**config.mk**
```make
export PLATFORM = sky130hd
export DESIGN_NAME = hsbus_master
export DESIGN_NICKNAME = d
export VERILOG_FILES = /design/src/rtl/hsbus_pkg.sv /design/src/rtl/hsbus_sync.sv /design/src/rtl/hsbus_seq.sv /design/src/rtl/hsbus_drive.sv /design/src/rtl/hsbus_master.sv
export SDC_FILE = /design/constraint.sdc
export NUM_CORES = 1
export LEC_CHECK = 0
export BUFFER_PORTS_ARGS = -buffer_cell sky130_fd_sc_hd__buf_2
export CORE_ASPECT_RATIO = 0.8
export CORE_UTILIZATION = 47
export CTS_CLUSTER_SIZE = 8
export DETAILED_ROUTE_END_ITERATION = 8
export PLACE_DENSITY = 0.78
export SLEW_MARGIN = 20
export SYNTH_ARGS = -nofsm -noshare
export SYNTH_HDL_FRONTEND = slang
export SYNTH_SLANG_ARGS = --single-unit
```
**constraint.sdc**
```tcl
create_clock -name clk -period 2.55 [get_ports clk]
set_input_delay 0.255 -clock clk [delete_from_list [all_inputs] [get_ports clk]]
set_output_delay 0.255 -clock clk [all_outputs]
set_load 0.02 [all_outputs]
```
**src/rtl/hsbus_pkg.sv**
```systemverilog
package hsbus_pkg;
   typedef enum logic [3:0] {
      ST_IDLE,
      ST_S0,
      ST_S1,
      ST_S2,
      ST_S3,
      ST_S4,
      ST_W4,   // low half of a wait period, outputs as in S4
      ST_S5,
      ST_S6,
      ST_S7
   } phase_e;
endpackage

```
**src/rtl/hsbus_sync.sv**
```systemverilog
module hsbus_sync #(
   parameter int STAGES = 2
) (
   input  logic clk,
   input  logic rst_n,
   input  logic d,
   output logic q
);
   generate
      if (STAGES < 2) begin : g_bad_stages
         $error("hsbus_sync: STAGES must be at least 2");
      end
   endgenerate

   logic [STAGES-1:0] chain;

   always_ff @(posedge clk or negedge rst_n) begin
      if (!rst_n) chain <= '0;
      else        chain <= {chain[STAGES-2:0], d};
   end

   assign q = chain[STAGES-1];
endmodule

```
**src/rtl/hsbus_seq.sv**
```systemverilog
module hsbus_seq
   import hsbus_pkg::*;
(
   input  logic   clk,
   input  logic   rst_n,
   input  logic   req_valid,
   input  logic   ack_s,
   input  logic   berr_s,
   output phase_e state,
   output logic   accept,
   output logic   done,
   output logic   error
);
   phase_e nxt;
   logic   berr_seen;

   assign accept = (state == ST_IDLE) && req_valid;

   always_comb begin
      nxt = state;
      unique case (state)
         ST_IDLE: nxt = req_valid ? ST_S0 : ST_IDLE;
         ST_S0:   nxt = ST_S1;
         ST_S1:   nxt = ST_S2;
         ST_S2:   nxt = ST_S3;
         ST_S3:   nxt = ST_S4;
         ST_S4:   nxt = (ack_s || berr_s) ? ST_S5 : ST_W4;
         ST_W4:   nxt = ST_S4;
         ST_S5:   nxt = ST_S6;
         ST_S6:   nxt = ST_S7;
         ST_S7:   nxt = ST_IDLE;
         default: nxt = ST_IDLE;
      endcase
   end

   always_ff @(posedge clk or negedge rst_n) begin
      if (!rst_n) begin
         state     <= ST_IDLE;
         berr_seen <= 1'b0;
         done      <= 1'b0;
         error     <= 1'b0;
      end else begin
         state <= nxt;
         if (state == ST_S4 && (ack_s || berr_s))
            berr_seen <= berr_s;
         done  <= (state == ST_S7);
         error <= (state == ST_S7) && berr_seen;
      end
   end
endmodule

```
**src/rtl/hsbus_drive.sv**
```systemverilog
module hsbus_drive
   import hsbus_pkg::*;
#(
   parameter int AW = 24,
   parameter int DW = 16
) (
   input  phase_e          state,
   input  logic            wr_q,
   input  logic [1:0]      lanes_q,
   input  logic [AW-1:0]   addr_q,
   input  logic [DW-1:0]   wdata_q,
   output logic [AW-1:0]   bus_addr,
   output logic            bus_as_n,
   output logic            bus_uds_n,
   output logic            bus_lds_n,
   output logic            bus_rw,
   output logic            bus_data_oe,
   output logic [DW-1:0]   bus_data_out
);
   logic addr_on, as_on, ds_on, wr_phase, oe_phase;

   always_comb begin
      addr_on  = state inside {ST_S1, ST_S2, ST_S3, ST_S4, ST_W4, ST_S5, ST_S6, ST_S7};
      as_on    = state inside {ST_S2, ST_S3, ST_S4, ST_W4, ST_S5, ST_S6};
      wr_phase = state inside {ST_S2, ST_S3, ST_S4, ST_W4, ST_S5, ST_S6, ST_S7};
      oe_phase = state inside {ST_S3, ST_S4, ST_W4, ST_S5, ST_S6, ST_S7};
      if (wr_q) ds_on = state inside {ST_S4, ST_W4, ST_S5, ST_S6};
      else      ds_on = as_on;
   end

   assign bus_addr     = addr_on ? addr_q : '0;
   assign bus_as_n     = !as_on;
   assign bus_uds_n    = !(ds_on && lanes_q[1]);
   assign bus_lds_n    = !(ds_on && lanes_q[0]);
   assign bus_rw       = !(wr_q && wr_phase);
   assign bus_data_oe  = wr_q && oe_phase;
   assign bus_data_out = wdata_q;
endmodule

```
**src/rtl/hsbus_master.sv**
```systemverilog
module hsbus_master
   import hsbus_pkg::*;
#(
   parameter int AW          = 24,
   parameter int DW          = 16,
   parameter int SYNC_STAGES = 2
) (
   input  logic            clk,
   input  logic            rst_n,
   input  logic            req_valid,
   input  logic            req_write,
   input  logic [AW-1:0]   req_addr,
   input  logic [1:0]      req_lanes,
   input  logic [DW-1:0]   req_wdata,
   output logic            idle,
   output logic            rsp_done,
   output logic            rsp_error,
   output logic [DW-1:0]   rsp_rdata,
   output logic [AW-1:0]   bus_addr,
   output logic            bus_as_n,
   output logic            bus_uds_n,
   output logic            bus_lds_n,
   output logic            bus_rw,
   output logic            bus_data_oe,
   output logic [DW-1:0]   bus_data_out,
   input  logic [DW-1:0]   bus_data_in,
   input  logic            bus_ack_n,
   input  logic            bus_berr_n
);
   localparam int HALF = DW / 2;

   generate
      if (DW < 2 || (DW % 2) != 0) begin : g_bad_dw
         $error("hsbus_master: DW must be even and at least 2");
      end
      if (AW < 1) begin : g_bad_aw
         $error("hsbus_master: AW must be at least 1");
      end
      if (HALF < 1) begin : g_bad_half
         $error("hsbus_master: lane width must be positive");
      end
   endgenerate

   phase_e          state;
   logic            accept;
   logic            ack_s, berr_s;
   logic            wr_q;
   logic [1:0]      lanes_q;
   logic [AW-1:0]   addr_q;
   logic [DW-1:0]   wdata_q;

   hsbus_sync #(.STAGES(SYNC_STAGES)) u_ack_sync (
      .clk(clk), .rst_n(rst_n), .d(!bus_ack_n), .q(ack_s)
   );

   hsbus_sync #(.STAGES(SYNC_STAGES)) u_berr_sync (
      .clk(clk), .rst_n(rst_n), .d(!bus_berr_n), .q(berr_s)
   );

   hsbus_seq u_seq (
      .clk(clk), .rst_n(rst_n), .req_valid(req_valid),
      .ack_s(ack_s), .berr_s(berr_s),
      .state(state), .accept(accept), .done(rsp_done), .error(rsp_error)
   );

   always_ff @(posedge clk or negedge rst_n) begin
      if (!rst_n) begin
         wr_q    <= 1'b0;
         lanes_q <= '0;
         addr_q  <= '0;
         wdata_q <= '0;
      end else if (accept) begin
         wr_q    <= req_write;
         lanes_q <= req_lanes;
         addr_q  <= req_addr;
         wdata_q <= req_wdata;
      end
   end

   // read data is taken on the edge that moves S6 into S7
   always_ff @(posedge clk or negedge rst_n) begin
      if (!rst_n)                          rsp_rdata <= '0;
      else if (state == ST_S6 && !wr_q)    rsp_rdata <= bus_data_in;
   end

   assign idle = (state == ST_IDLE);

   hsbus_drive #(.AW(AW), .DW(DW)) u_drive (
      .state(state), .wr_q(wr_q), .lanes_q(lanes_q), .addr_q(addr_q),
      .wdata_q(wdata_q), .bus_addr(bus_addr), .bus_as_n(bus_as_n),
      .bus_uds_n(bus_uds_n), .bus_lds_n(bus_lds_n), .bus_rw(bus_rw),
      .bus_data_oe(bus_data_oe), .bus_data_out(bus_data_out)
   );
endmodule

```
**After elaboration in Yosys (flattened, before gate mapping)**

Cells that the tools add are included.

- Eq/ne operators: 9
- Muxes and demuxes: 5
- Reductions and logical operators: 23

Operator list:

| kind | count |
|---|---|
| 4-bit case mux with 8 select lines | 1 |
| 24-bit two-way mux | 1 |
| 4-bit by 3-bit equality test with 1-bit output, second input constant | 4 |
| 6-bit nonzero test | 2 |
| 4-bit by 2-bit equality test with 1-bit output, second input constant | 2 |
| 4-bit equality test, second input constant | 2 |
| 1-bit logical AND | 8 |
| 8-bit nonzero test | 1 |
| 1-bit zero test | 7 |
| 7-bit nonzero test | 1 |
| 4-bit by 1-bit equality test with 1-bit output, second input constant | 1 |
| 4-bit zero test | 1 |
| 4-bit nonzero test | 1 |
| 1-bit two-way mux | 3 |
| 2-bit OR reduction | 1 |
| 1-bit logical OR | 1 |

- Register bits: 70
- Input port bits: 64
- Logic and storage cells: 48

**Logic depth before layout (Yosys ltp)**

- Depth in word-level cells: 5
- Gate-level depth with buffers: 5
- Mapped depth without buffers: 3

**By module**

From an unflattened synthesis, not the netlist that was laid out.

- Cell total of the unflattened synthesis: 219
- Area, all modules: 3,089.2 sq um

Modules (own cells, without submodules):

| module | times used | cells an instance | area an instance (sq um) | seq. area each (sq um) |
|---|---|---|---|---|
| hsbus_master | 1 | 129 | 2,257.2 | 1,476.4 |
| hsbus_drive | 1 | 58 | 420.4 | 0.0 |
| hsbus_seq | 1 | 28 | 311.5 | 175.2 |
| hsbus_sync | 2 | 2 | 50.0 | 50.0 |

**Worst setup path after synthesis**

Ideal clock, no wire load.

- Path type: reg-to-reg
- Start point: register u_seq.state[0]
- End point: register rsp_rdata[10]
- Data arrival time: 1,660 ps
- Required time: 2,425 ps
- Path slack: 764 ps
- Cell stages (with the launch flop): 6
- Path buffers: 2
- Cells stage by stage: dfrtp_1 -> buf_6 -> or4b_4 -> nor2_8 -> buf_12 -> mux2_4

- Longest elaborated chain between the ends: 2

Ends and longest elaborated chain:

| what | line | text |
|---|---|---|
| start, declared | hsbus_seq.sv:9 | `output phase_e state,` |
| start signal, assigned | hsbus_seq.sv:43 | `state <= nxt;` |
| 4-bit equality test | hsbus_master.sv:83 | `else if (state == ST_S6 && !wr_q) rsp_rdata <= bus_data_in;` |
| 1-bit logical AND | hsbus_master.sv:83 |  |
| end signal, assigned | hsbus_master.sv:83 |  |
| end, declared | hsbus_master.sv:18 | `output logic [DW-1:0] rsp_rdata,` |

Every way passes these cells.
A chain may end at the register's enable or synchronous reset.

**Worst setup path after layout**

- Start point: register u_seq.state[1]
- End point: output bus_lds_n

- Longest elaborated chain between the ends: 5
- Elaborated cells between the ends (all ways): 11
- Classes of those cells: eq/ne (6); mux (1); reduce/logical (4)

Ends and longest elaborated chain:

| what | line | text |
|---|---|---|
| 4-bit by 2-bit equality test with 1-bit output, or another cell as far along | hsbus_drive.sv:24 | `as_on = state inside {ST_S2, ST_S3, ST_S4, ST_W4, ST_S5, ST_S6};` |
| 6-bit nonzero test / 4-bit nonzero test (equally long branches) | hsbus_drive.sv:24, hsbus_drive.sv:27 |  |
| 1-bit two-way mux (*) | hsbus_drive.sv:27 | `if (wr_q) ds_on = state inside {ST_S4, ST_W4, ST_S5, ST_S6};` |
| 1-bit logical AND (*) | hsbus_drive.sv:34 | `assign bus_lds_n = !(ds_on && lanes_q[0]);` |
| 1-bit zero test (*) | hsbus_drive.sv:34 |  |
| end, declared | hsbus_master.sv:22 | `output logic bus_lds_n,` |

Mark *: on every way between the ends. The rest lies on a longest branch, timed or not.

==> flow_summary_export.csv <==
group,metric,value,unit
floorplan,die_w,90.5,um
setup_path,rr_worst_depth,3,
sta,worstMarginPinSlew,0.867,ns
routing,wl_met3,311,um
setup_path,worstPathArrival,1.87,ns
finish,layout.nets,396,
hold_path,holdPathStages,2,
power_and_ir_drop,power.density,1480,nW/um^2
cts,htreeDepth,3,
routing,num_vias,2007,
floorplan,dieArea,6580,um^2
global_routing,grt_pass1_wl,9450,um
setup_path,cp_slowest_cell,"or4b_4",
finish,register_area,1750,um^2
cts,cts.path.max_buffers,2,
flow_run,cap_violations,0,
hold_path,min_to,"u_ack_sync.chain[0]",
floorplan,fp.dieH,72.8,um
yosys,ys_seq_area_share,59.5,%
sta,rsz0062_at_grt,"no",
setup_path,worstSetupStartpointType,"flip-flop",
finish,multiInputGateArea,1110,um^2
setup_path,worst_r2r_startpoint,"u_seq.state[1]",
yosys,synth-seq-cells,70,
yosys,ys_warn_count,0,
cts,clock_sinks,70,
sta,hold_violations,0,
sta,setup_viol,0,
setup_path,crit_chain,"or4b_4 -> o21ai_0 -> o21ai_0 -> buf_2",
yosys,syn-instance-count,202,
setup_path,crit_family,"simple AND/OR/NAND/NOR gates",
setup_path,path_max_fanout,12,
finish,syn_to_final_growth,32.1,%
finish,drive_above_1_share,62.3,%
routing,first_iter_violations,105,
setup_path,endpoint_kind,"output port",
routing,drc,0,
finish,fillerInstances,482,
finish,num_antenna_cells,0,
floorplan,io_pins,128,
yosys,yosys.cell_types.count,29,
cts,cts_tree,"built",
cts,cts_hold_buf,0,
cts,cts_resized,0,
power_and_ir_drop,irDropWorstVdd,686,uV
cts,cts_buffers,9,
sta,timing.final.crit_share,83.5,%
cts,cts_setup_buffers,0,
global_routing,grt_max_degree,71,
routing,post_drt_wl_per_cell,14.0,um
routing,dr_wl_met2,3020,um
sta,fin_setup_tns,0,ns
setup_path,critPathRequiredTime,2.30,ns
sta,finalMaxSlewViolations,0,
sta,clock_skew,0.00822,ns
routing,m1WireLength,2480,um
sta,final.min_clock_period,2.13,ns
finish,final_common_cell,"buf_2",
finish,final_cell_mix,"buf_2 (127), dfrtp_1 (70), mux2_2 (49)",
global_routing,antenna_found_initial,0,
setup_path,cp_common_cell,"o21ai_0",
setup_path,cp_num_buf_inv,1,
setup_path,max_stage_delay,0.62,ns
routing,drtAntennaViolNets,0,
power_and_ir_drop,power.leakage,1.97,nW
floorplan,rows,25,
place,hpwl,4170,um
setup_path,regToRegSetupSlack,0.61,ns
yosys,synth_nets,266,
setup_path,worstSetupPathType,"reg2out",
sta,relSlewSlack,42.2,%
floorplan,core_area,5970,um^2
place,gp_congestion,0.676,
finish,final_area,3890,um^2
routing,drt-pass1-iter-count,4,
routing,finalWirelength,5860,um
yosys,syn_avg_cell_area,14.6,um^2
place,port_buffers,127,
status,outcome,"finished, final reports clean",
floorplan,start_util,49.3,%
hold_path,hp-start,"bus_ack_n",
yosys,syn_area,2940,um^2
global_routing,grt_usage,18.6,%
routing,highest_layer,"met4",
global_routing,grt_pass1_vias,2056,
hold_path,hold_class,"in2reg",
sta,clock.fmax,0.470,GHz
global_routing,overflow,0,
cts,clk_pin_slew,0.07,ns
cts,clk-insertion-delay-late,0.33,ns
setup_path,reg2reg_to,"rsp_rdata[3]",
setup_path,cp-startpoint,"u_seq.state[1]",
place,place_area,3640,um^2
cts,cts-root-buf,"clkbuf_8",
routing,avgViaCountPerCell,4.80,
==> power by group <==
group	switching (mW)	internal (mW)
clock	0.406	0.675
combinational	1.50	1.23
sequential	0.324	1.63
total	2.23	3.54
==> flip-flops by register name (all words and copies together) (netlist names) <==
| name | cells |
|---|---|
| u_seq.state | 4 |
| wr_q | 1 |
| u_berr_sync.chain | 2 |
| wdata_q | 16 |
| lanes_q | 2 |
| rsp_rdata | 16 |
| u_seq.berr_seen | 1 |
| u_seq.done | 1 |
| u_ack_sync.chain | 2 |
| addr_q | 24 |
| u_seq.error | 1 |
==> worst register-to-register path, stage by stage, from the launching register on <==
cell and delay [ns]:
dfrtp_1 0.51, or4b_4 0.62, nor2_8 0.31, mux2_2 0.39
==> layer usage <==
layer  GRT usage [%]  vias to the layer above
met2            32.8                       64
met4            5.38                        0
met5               0                        -
met1            21.5                      991
li1                -                      947
met3            6.56                        5
==> final cells by class <==
class	count	share of cell area, %
clock buffer	10	3.54
inverter	3	0.290
timing repair buffer	130	17.3
tap	81	2.61
clock inverter	6	2.80
multi-input combinational	118	28.5
sequential	70	45.1
==> synth_stat cells (all sizes together) <==
cell type	count	area (um^2)
dfrtp	70	1750
mux2	59	702
and2	26	163
buf	9	68.8
o21ai	6	30.0
nand2	4	15.0
nor2	4	31.3
inv	3	11.3
a21oi	2	10.0
clkbuf	2	7.51
nand2b	2	12.5
nor2b	2	12.5
xnor2	2	17.5
a22o	1	8.76
nor4	1	21.3
nor4bb	1	10.0
o211a	1	10.0
o211ai	1	7.51
o21a	1	7.51
o22ai	1	6.26
or2b	1	7.51
or3b	1	8.76
or4b	1	13.8
xor2	1	8.76
==> metrics by stage <==
| stage | utilization [%] | power, mW | setup slack, ns | instances | hold WS, ns |
|---|---|---|---|---|---|
| floorplan | - | 3.86 | 0.764 | 202 | -0.0406 |
| global placement | 60.9 | 4.65 | 0.657 | 402 | 0.336 |
| detailed placement | 60.9 | 4.74 | 0.605 | 402 | 0.341 |
| CTS | 65.1 | 5.84 | 0.391 | 418 | 0.0575 |
| global route | 65.1 | 6.12 | 0.268 | 418 | 0.0551 |
| finish | 65.1 | 5.77 | 0.422 | 418 | 0.0730 |
==> cell families (layout without fill, tap and decap cells) <==
kind of cell              Yosys count  count (layout)  share of synthesized area (%)
AOI/OAI and AO/OA                  13              13                           2.72
xor gates and xnor gates            3               3                          0.893
buffers and inverters              14             149                           2.98
DFF                                70              70                           59.5
muxes                              59              59                           23.9
and+or+nand+nor                    43              43                           10.0
==> worst max path at each step <==
stage | end | slack [ns] | cells after the start
after global routing | bus_lds_n | 0.27 | 4
after global placement | rsp_rdata[15] | 0.66 | 3
after detailed placement | rsp_rdata[1] | 0.60 | 3
after CTS | bus_lds_n | 0.39 | 4
final | bus_lds_n | 0.42 | 4
after floorplan | rsp_rdata[10] | 0.76 | 5
(Power assumes the default switching activity.)
